<file path="config.mk">
export PLATFORM = sky130hd
export DESIGN_NAME = wake_status_reg
export DESIGN_NICKNAME = d
export VERILOG_FILES = /design/src/rtl/wake_pkg.sv /design/src/rtl/wake_sync.sv /design/src/rtl/wake_fall_det.sv /design/src/rtl/wake_sticky_bank.sv /design/src/rtl/wake_status_reg.sv
export SDC_FILE = /design/constraint.sdc
export NUM_CORES = 1
export LEC_CHECK = 0
export BUFFER_PORTS_ARGS = -buffer_cell sky130_fd_sc_hd__buf_2
export CAP_MARGIN = 15
export CELL_PAD_IN_SITES_DETAIL_PLACEMENT = 1
export CELL_PAD_IN_SITES_GLOBAL_PLACEMENT = 1
export CORE_AREA = 5 5 55 76
export DETAILED_ROUTE_END_ITERATION = 12
export DIE_AREA = 0 0 60 81
export PLACE_DENSITY_LB_ADDON = 0.1
export SYNTH_ARGS = -nofsm -noshare
export SYNTH_HDL_FRONTEND = slang
export SYNTH_SLANG_ARGS = --single-unit
</file>
<file path="constraint.sdc">
create_clock -name clk -period 0.86 [get_ports clk]
set_input_delay 0.043 -clock clk [delete_from_list [all_inputs] [get_ports clk]]
set_output_delay 0.043 -clock clk [all_outputs]
set_load 0.005 [all_outputs]
</file>
<file path="src/rtl/wake_pkg.sv">
package wake_pkg;
   localparam int unsigned STAT_W    = 8;
   localparam int unsigned NUM_PINS  = 5;
   localparam int unsigned BIT_GI1   = 4;
   localparam int unsigned BIT_GI2   = 5;
   localparam int unsigned BIT_ALARM = 7;
   localparam logic [STAT_W-1:0] LIVE_MASK =
      (STAT_W'(1) << BIT_GI1) | (STAT_W'(1) << BIT_GI2);

   // status bit position for each external pin, pin order as wired in the top
   function automatic int unsigned pin_pos(input int unsigned idx);
      case (idx)
         0:       return 0;
         1:       return 1;
         2:       return 2;
         3:       return 3;
         default: return 6;
      endcase
   endfunction
endpackage

</file>
<file path="src/rtl/wake_sync.sv">
module wake_sync #(
   parameter int unsigned WIDTH     = 1,
   parameter int unsigned STAGES    = 2,
   parameter logic        RESET_VAL = 1'b1
) (
   input  logic             clk,
   input  logic             rst_n,
   input  logic [WIDTH-1:0] d_i,
   output logic [WIDTH-1:0] q_o
);
   if (STAGES < 2) begin : g_bad_stages
      $error("wake_sync: STAGES must be at least 2");
   end
   if (WIDTH < 1) begin : g_bad_width
      $error("wake_sync: WIDTH must be at least 1");
   end

   logic [WIDTH-1:0] stg_q [STAGES];

   always_ff @(posedge clk or negedge rst_n) begin
      if (!rst_n) begin
         for (int s = 0; s < STAGES; s++) stg_q[s] <= {WIDTH{RESET_VAL}};
      end else begin
         stg_q[0] <= d_i;
         for (int s = 1; s < STAGES; s++) stg_q[s] <= stg_q[s-1];
      end
   end

   assign q_o = stg_q[STAGES-1];
endmodule

</file>
<file path="src/rtl/wake_fall_det.sv">
module wake_fall_det #(
   parameter int unsigned WIDTH = 1
) (
   input  logic             clk,
   input  logic             rst_n,
   input  logic [WIDTH-1:0] lvl_i,
   output logic [WIDTH-1:0] fall_o
);
   logic [WIDTH-1:0] prev_q;

   always_ff @(posedge clk or negedge rst_n) begin
      if (!rst_n) prev_q <= '1;
      else        prev_q <= lvl_i;
   end

   assign fall_o = prev_q & ~lvl_i;
endmodule

</file>
<file path="src/rtl/wake_sticky_bank.sv">
module wake_sticky_bank #(
   parameter int unsigned WIDTH = 8
) (
   input  logic             clk,
   input  logic             rst_n,
   input  logic [WIDTH-1:0] set_i,
   input  logic             clr_i,
   output logic [WIDTH-1:0] q_o
);
   logic [WIDTH-1:0] q_q;

   // a set on the clearing edge wins, so no event is dropped
   always_ff @(posedge clk or negedge rst_n) begin
      if (!rst_n) q_q <= '0;
      else        q_q <= (clr_i ? '0 : q_q) | set_i;
   end

   assign q_o = q_q;
endmodule

</file>
<file path="src/rtl/wake_status_reg.sv">
module wake_status_reg
   import wake_pkg::*;
#(
   parameter int unsigned     IDX_W       = 8,
   parameter logic [IDX_W-1:0] REG_INDEX  = IDX_W'(8'hB2),
   parameter int unsigned     SYNC_STAGES = 2
) (
   input  logic              clk,
   input  logic              vbat_rst_n,
   input  logic              ser1_ring_n,
   input  logic              ser2_ring_n,
   input  logic              kbd_clk,
   input  logic              mouse_clk,
   input  logic              ir_rx2,
   input  logic              alarm_lvl,
   input  logic              grp_int1,
   input  logic              grp_int2,
   input  logic              cfg_strobe,
   input  logic              cfg_write,
   input  logic [IDX_W-1:0]  cfg_index,
   output logic [STAT_W-1:0] cfg_rdata,
   output logic              wake_req
);
   if (IDX_W < 1) begin : g_bad_idx
      $error("wake_status_reg: IDX_W must be at least 1");
   end

   logic [NUM_PINS-1:0] pin_raw, pin_sync, pin_fall;
   logic [STAT_W-1:0]   set_vec, sticky_q, live_vec, status;
   logic                rd_any, rd_hit;

   assign pin_raw = {ir_rx2, mouse_clk, kbd_clk, ser2_ring_n, ser1_ring_n};

   wake_sync #(.WIDTH(NUM_PINS), .STAGES(SYNC_STAGES), .RESET_VAL(1'b1)) u_sync (
      .clk   (clk),
      .rst_n (vbat_rst_n),
      .d_i   (pin_raw),
      .q_o   (pin_sync)
   );

   wake_fall_det #(.WIDTH(NUM_PINS)) u_fall (
      .clk    (clk),
      .rst_n  (vbat_rst_n),
      .lvl_i  (pin_sync),
      .fall_o (pin_fall)
   );

   for (genvar g = 0; g < NUM_PINS; g++) begin : g_map
      localparam int unsigned POS = pin_pos(g);
      assign set_vec[POS] = pin_fall[g];
   end
   assign set_vec[BIT_ALARM] = alarm_lvl;
   assign set_vec[BIT_GI1]   = 1'b0;
   assign set_vec[BIT_GI2]   = 1'b0;

   assign rd_any = cfg_strobe & ~cfg_write;
   assign rd_hit = rd_any & (cfg_index == REG_INDEX);

   wake_sticky_bank #(.WIDTH(STAT_W)) u_sticky (
      .clk   (clk),
      .rst_n (vbat_rst_n),
      .set_i (set_vec),
      .clr_i (rd_hit),
      .q_o   (sticky_q)
   );

   always_comb begin
      live_vec          = '0;
      live_vec[BIT_GI1] = grp_int1;
      live_vec[BIT_GI2] = grp_int2;
   end

   assign status   = (sticky_q & ~LIVE_MASK) | live_vec;
   assign wake_req = |status;

   always_ff @(posedge clk or negedge vbat_rst_n) begin
      if (!vbat_rst_n)  cfg_rdata <= '0;
      else if (rd_any)  cfg_rdata <= rd_hit ? status : '0;
   end
endmodule

</file>
After elaboration in Yosys (flattened, before gate mapping)
Cells that the tools add are included.
{"block": "op_classes", "n_eq_ne": 1, "n_mux": 2, "n_bitwise": 7, "n_reduce_logical": 1}
{"operator": "$mux 8", "n": 2}
{"operator": "$eq 8x8->1 const B", "n": 1}
{"operator": "$or 8x6->8", "n": 1}
{"operator": "$or 8x8->8", "n": 1}
{"operator": "$reduce_or 8->1", "n": 1}
{"operator": "$and 5x5->5", "n": 1}
{"operator": "$not 5->5", "n": 1}
{"operator": "$and 1x1->1", "n": 2}
{"operator": "$not 1->1", "n": 1}
{"block": "word_totals", "register_bits": 31, "inputBits": 20, "out_inout_bits": 9, "wordCells": 16}

Longest topological paths before layout
{"block": "logic_depth", "ltp_word": 5, "mapped_depth": 4, "depth_no_buf": 3}

By module
A second synthesis with hierarchy kept.
{"block": "unflattened", "hier_cells": 86, "area_unflattened_um2": 1280.0}
{"module": "wake_status_reg", "n_inst": 1, "cells_each": 44, "area_each_um2": 515.5}
{"module": "wake_sync", "n_inst": 1, "cells_each": 15, "area_each_um2": 300.3}
{"module": "wake_sticky_bank", "n_inst": 1, "cells_each": 17, "area_each_um2": 264.0}
{"module": "wake_fall_det", "n_inst": 1, "cells_each": 10, "area_each_um2": 200.2}

Least setup slack after synthesis
OpenSTA, ideal clock, no wires.
{"block": "synth_timing", "path_kind": "input -> register", "startpoint": "in cfg_index[0]", "endpoint": "reg cfg_rdata[7]", "setup_time_ps": 121, "arrival_time_ps": 804, "required_time_ps": 739, "slack_ps": -65, "cell_stages": 4, "n_path_buf": 1, "path_cell_list": "and4bb_2 > and4_2 > buf_6 > a22o_2"}
{"block": "synth_via", "elab_chain_len": 3}
{"item": "start, declared", "line_no": "wake_status_reg.sv:20", "rtl": "input logic [IDX_W-1:0] cfg_index,"}
{"item": "$eq 8x8->1", "line_no": "wake_status_reg.sv:57", "rtl": "assign rd_hit = rd_any & (cfg_index == REG_INDEX);"}
{"item": "$and 1x1->1", "line_no": "wake_status_reg.sv:57"}
{"item": "$mux 8", "line_no": "wake_status_reg.sv:78", "rtl": "else if (rd_any) cfg_rdata <= rd_hit ? status : '0;"}
{"item": "end signal, assigned", "line_no": "wake_status_reg.sv:78"}
{"item": "end, declared", "line_no": "wake_status_reg.sv:21", "rtl": "output logic [STAT_W-1:0] cfg_rdata,"}
No other way between the ends.
A chain may end at the register's enable or synchronous reset.

Final worst setup path
{"block": "layout_timing", "startpoint": "reg u_sticky.q_q[7], in the netlist u_sticky.q_o[7]", "endpoint": "out wake_req"}
{"block": "layout_via", "elab_chain_len": 2}
{"item": "start, declared", "line_no": "wake_sticky_bank.sv:10", "rtl": "logic [WIDTH-1:0] q_q;"}
{"item": "start signal, assigned", "line_no": "wake_sticky_bank.sv:15", "rtl": "else q_q <= (clr_i ? '0 : q_q) | set_i;"}
{"item": "$or 8x6->8", "line_no": "wake_status_reg.sv:73", "rtl": "assign status = (sticky_q & ~LIVE_MASK) | live_vec;"}
{"item": "$reduce_or 8->1", "line_no": "wake_status_reg.sv:74", "rtl": "assign wake_req = |status;"}
{"item": "end, declared", "line_no": "wake_status_reg.sv:22", "rtl": "output logic wake_req"}
No other way between the ends.

==> impl_metrics.py <==
metrics = {
    "sta": {
        "rsz0062_at_grt": "true",
        "fin_ws_ps": -345,
        "setup_tns_ps": -350,
        "finalSetupViolCount": 4,
        "hold_violations": 0,
        "tightest_slew_ps": 370,
        "min_period_ps": 1200,
        "whs_ps": 237,
        "fmax_mhz": 830,
        "slew_viol_final": 0,
        "fin_skew_ps": 4.53,
        "final.period_utilization_pct": 140,
        "relSlewSlack_pct": 75.3,
    },
    "finish": {
        "antennaDiodeCount": 0,
        "num-fill-cells": 359,
        "fin_util_pct": 43.0,
        "synthToLayoutAreaGrowth_pct": 48.8,
        "regArea_um2": 744,
        "drive_gt1_share_pct": 68.8,
        "nets": 128,
        "multi_input_area_um2": 235,
    },
    "setup_path": {
        "crit_path_end_kind": "primary output",
        "r2r_end": "u_sticky.q_o[0]",
        "crit_required_ps": 820,
        "crit_end": "wake_req",
        "timing_worst_setup_path_type": "flip-flop to primary output",
        "startpoint": "u_sticky.q_o[7]",
        "cp_data_arrival_time_ps": 1160,
        "reg2reg_depth": 2,
        "startpoint_type": "flip-flop",
        "r2r_slack_ps": 0,
        "r2r_start": "u_sync.q_o[0]",
        "cp_max_fo": 2,
    },
    "yosys": {
        "yosysWarnings": 0,
        "synth.avg_cell_area_um2": 16.8,
        "syn_inst": 58,
        "synth_nets": 78,
        "yosysSeqAreaShare_pct": 76.3,
        "syn_area_um2": 976,
        "yosys_register_bits": 29,
        "synth.distinct_cells": 15,
    },
    "placement": {
        "dp_hpwl_um": 1370,
        "routabilityCongestion": 0.650,
        "io_buffers": 28,
        "dp_slack_ps": -189,
    },
    "min_path": {
        "min_path_type": "primary input to flip-flop",
        "whs_path_depth": 4,
    },
    "floorplanning": {
        "die_area_mm2": 0.00486,
        "core-area_mm2": 0.00338,
        "start_util_pct": 28.9,
        "chipHeight_um": 81,
        "ios": 29,
        "num_rows": 25,
        "fp.dieW_um": 60,
    },
    "detailed_routing": {
        "ant_nets": 0,
        "drtPass1Iterations": 2,
        "totalWireLength_um": 1900,
        "drc": 0,
        "viasPerCell": 4.49,
        "num_vias": 669,
        "drt_iter0_drc": 1,
        "wl_per_cell_um": 12.8,
    },
    "cts": {
        "cts.sink_count": 29,
        "numCtsBuffers": 5,
        "clk_pin_slew_worst_paths_ps": 60,
        "cts_tree": "built",
        "worstSkewPairLatency_ps": 280,
        "ctsLongestPathBuffers": 2,
        "root_buffer": "clkbuf_8",
        "cts_max_level": 2,
    },
    "status": {
        "violations": "setup timing",
        "status": "complete, but fails checks",
    },
    "grt": {
        "grt_pass1_wl_um": 3410,
        "antenna_found_initial": 0,
        "grt_overflow": 0,
        "grt_pass1_vias": 782,
        "grt_use_total_pct": 9.89,
        "grt_max_degree": 30,
    },
    "pwr": {
        "powerDensity_mw_per_mm2": 1860,
        "ir_worst_vdd_v": 0.00120,
        "power_leakage_uw": 0.000688,
    },
    "job": {
        "cap_violations": 0,
    },
}
-- cells in the mapped netlist --
master	number	area, um2
a21o_1	1	7.51
a22o_1	5	43.8
a22o_2	8	80.1
and4_2	1	10.0
and4bb_2	1	12.5
buf_1	1	3.75
buf_6	1	11.3
dfrtp_1	14	350
dfstp_2	15	394
inv_1	5	18.8
nand2_1	1	3.75
nand2b_1	1	6.26
nand4_1	1	6.26
nor4_1	2	12.5
nor4b_2	1	15.0
-- per-layer routing --
metal / vias up / track usage, % / wire, um
met3: 6 / 4.29 / 146
met4: 0 / 6.65 / 63
li1: 308 / - / -
met1: 332 / 10.0 / 726
met2: 23 / 16.0 / 965
met5: - / 0 / 0
-- cell type report --
type | count | area share, %
Clock buffer | 8 | 6.20
Tap cell | 40 | 3.45
Timing Repair Buffer | 45 | 21.6
Inverter | 5 | 1.29
Sequential cell | 29 | 51.2
Multi-Input combinational cell | 22 | 16.2
-- how the worst min path moves through the flow --
stage / startpoint / to / slack, ps
2_1_floorplan: vbat_rst_n / cfg_rdata[0] / -250
4_1_cts: cfg_index[1] / u_sticky.q_o[2] / 230
5_1_grt: cfg_index[1] / u_sticky.q_o[7] / 260
3_5_place_dp: vbat_rst_n / cfg_rdata[5] / 6
6_report: cfg_index[1] / u_sticky.q_o[2] / 240
3_3_place_gp: vbat_rst_n / cfg_rdata[5] / 3
-- per-stage QoR --
step                      cells  area (um2)  power, uW
after floorplan              58         986       1480
after global placement      132        1230       1580
after detailed placement    132        1230       1580
after CTS                   149        1420       2760
after global routing        149        1450       2850
final                       149        1450       2700
-- logic make-up after synthesis --
logic type      Yosys count  share of synthesized area, %
buf+inv                   7                          3.46
flops                    29                          76.3
simple gates              8                          6.79
compound gates           14                          13.5
-- registers in the layout, summed over array words and instances, names as in the netlist --
name / flops
u_fall.prev_q: 5
u_sticky.q_o: 6
u_sync.q_o: 5
u_sync.stg_q: 5
cfg_rdata: 8
-- cells in the final DEF (no fill, tap or decap), drive strengths merged --
cell	synthesis	routed
dfstp	15	15
and4bb	1	1
nand2b	1	1
buf	2	36
nor4b	1	1
nor4	2	2
dlygate4sd3	0	9
inv	5	5
nand2	1	1
dfrtp	14	14
a22o	13	13
nand4	1	1
a21o	1	1
and4	1	1
clkbuf	0	8
-- timing repair --
| item | 4_1_cts | 5_1_grt |
|---|---|---|
| setup buffers | 0 | 1 |
| setup endpoints to repair | 6 | 15 |
| hold endpoints to repair | 37 | 0 |
| gates resized for setup | 2 | 10 |
| hold buffers | 9 | 0 |
| pin swaps | 6 | 1 |
-- where the power goes --
group | internal [uW] | switching, uW
sequential | 1430 | 15.5
combinational | 83.4 | 62.3
clock | 650 | 460
-- critical path: stages, from the launching register on --
cell     delay, ps
dfrtp_1        380
nor4_2         290
nand2_1         90
buf_2          130
Note: power is estimated with default switching activity, not from simulation.
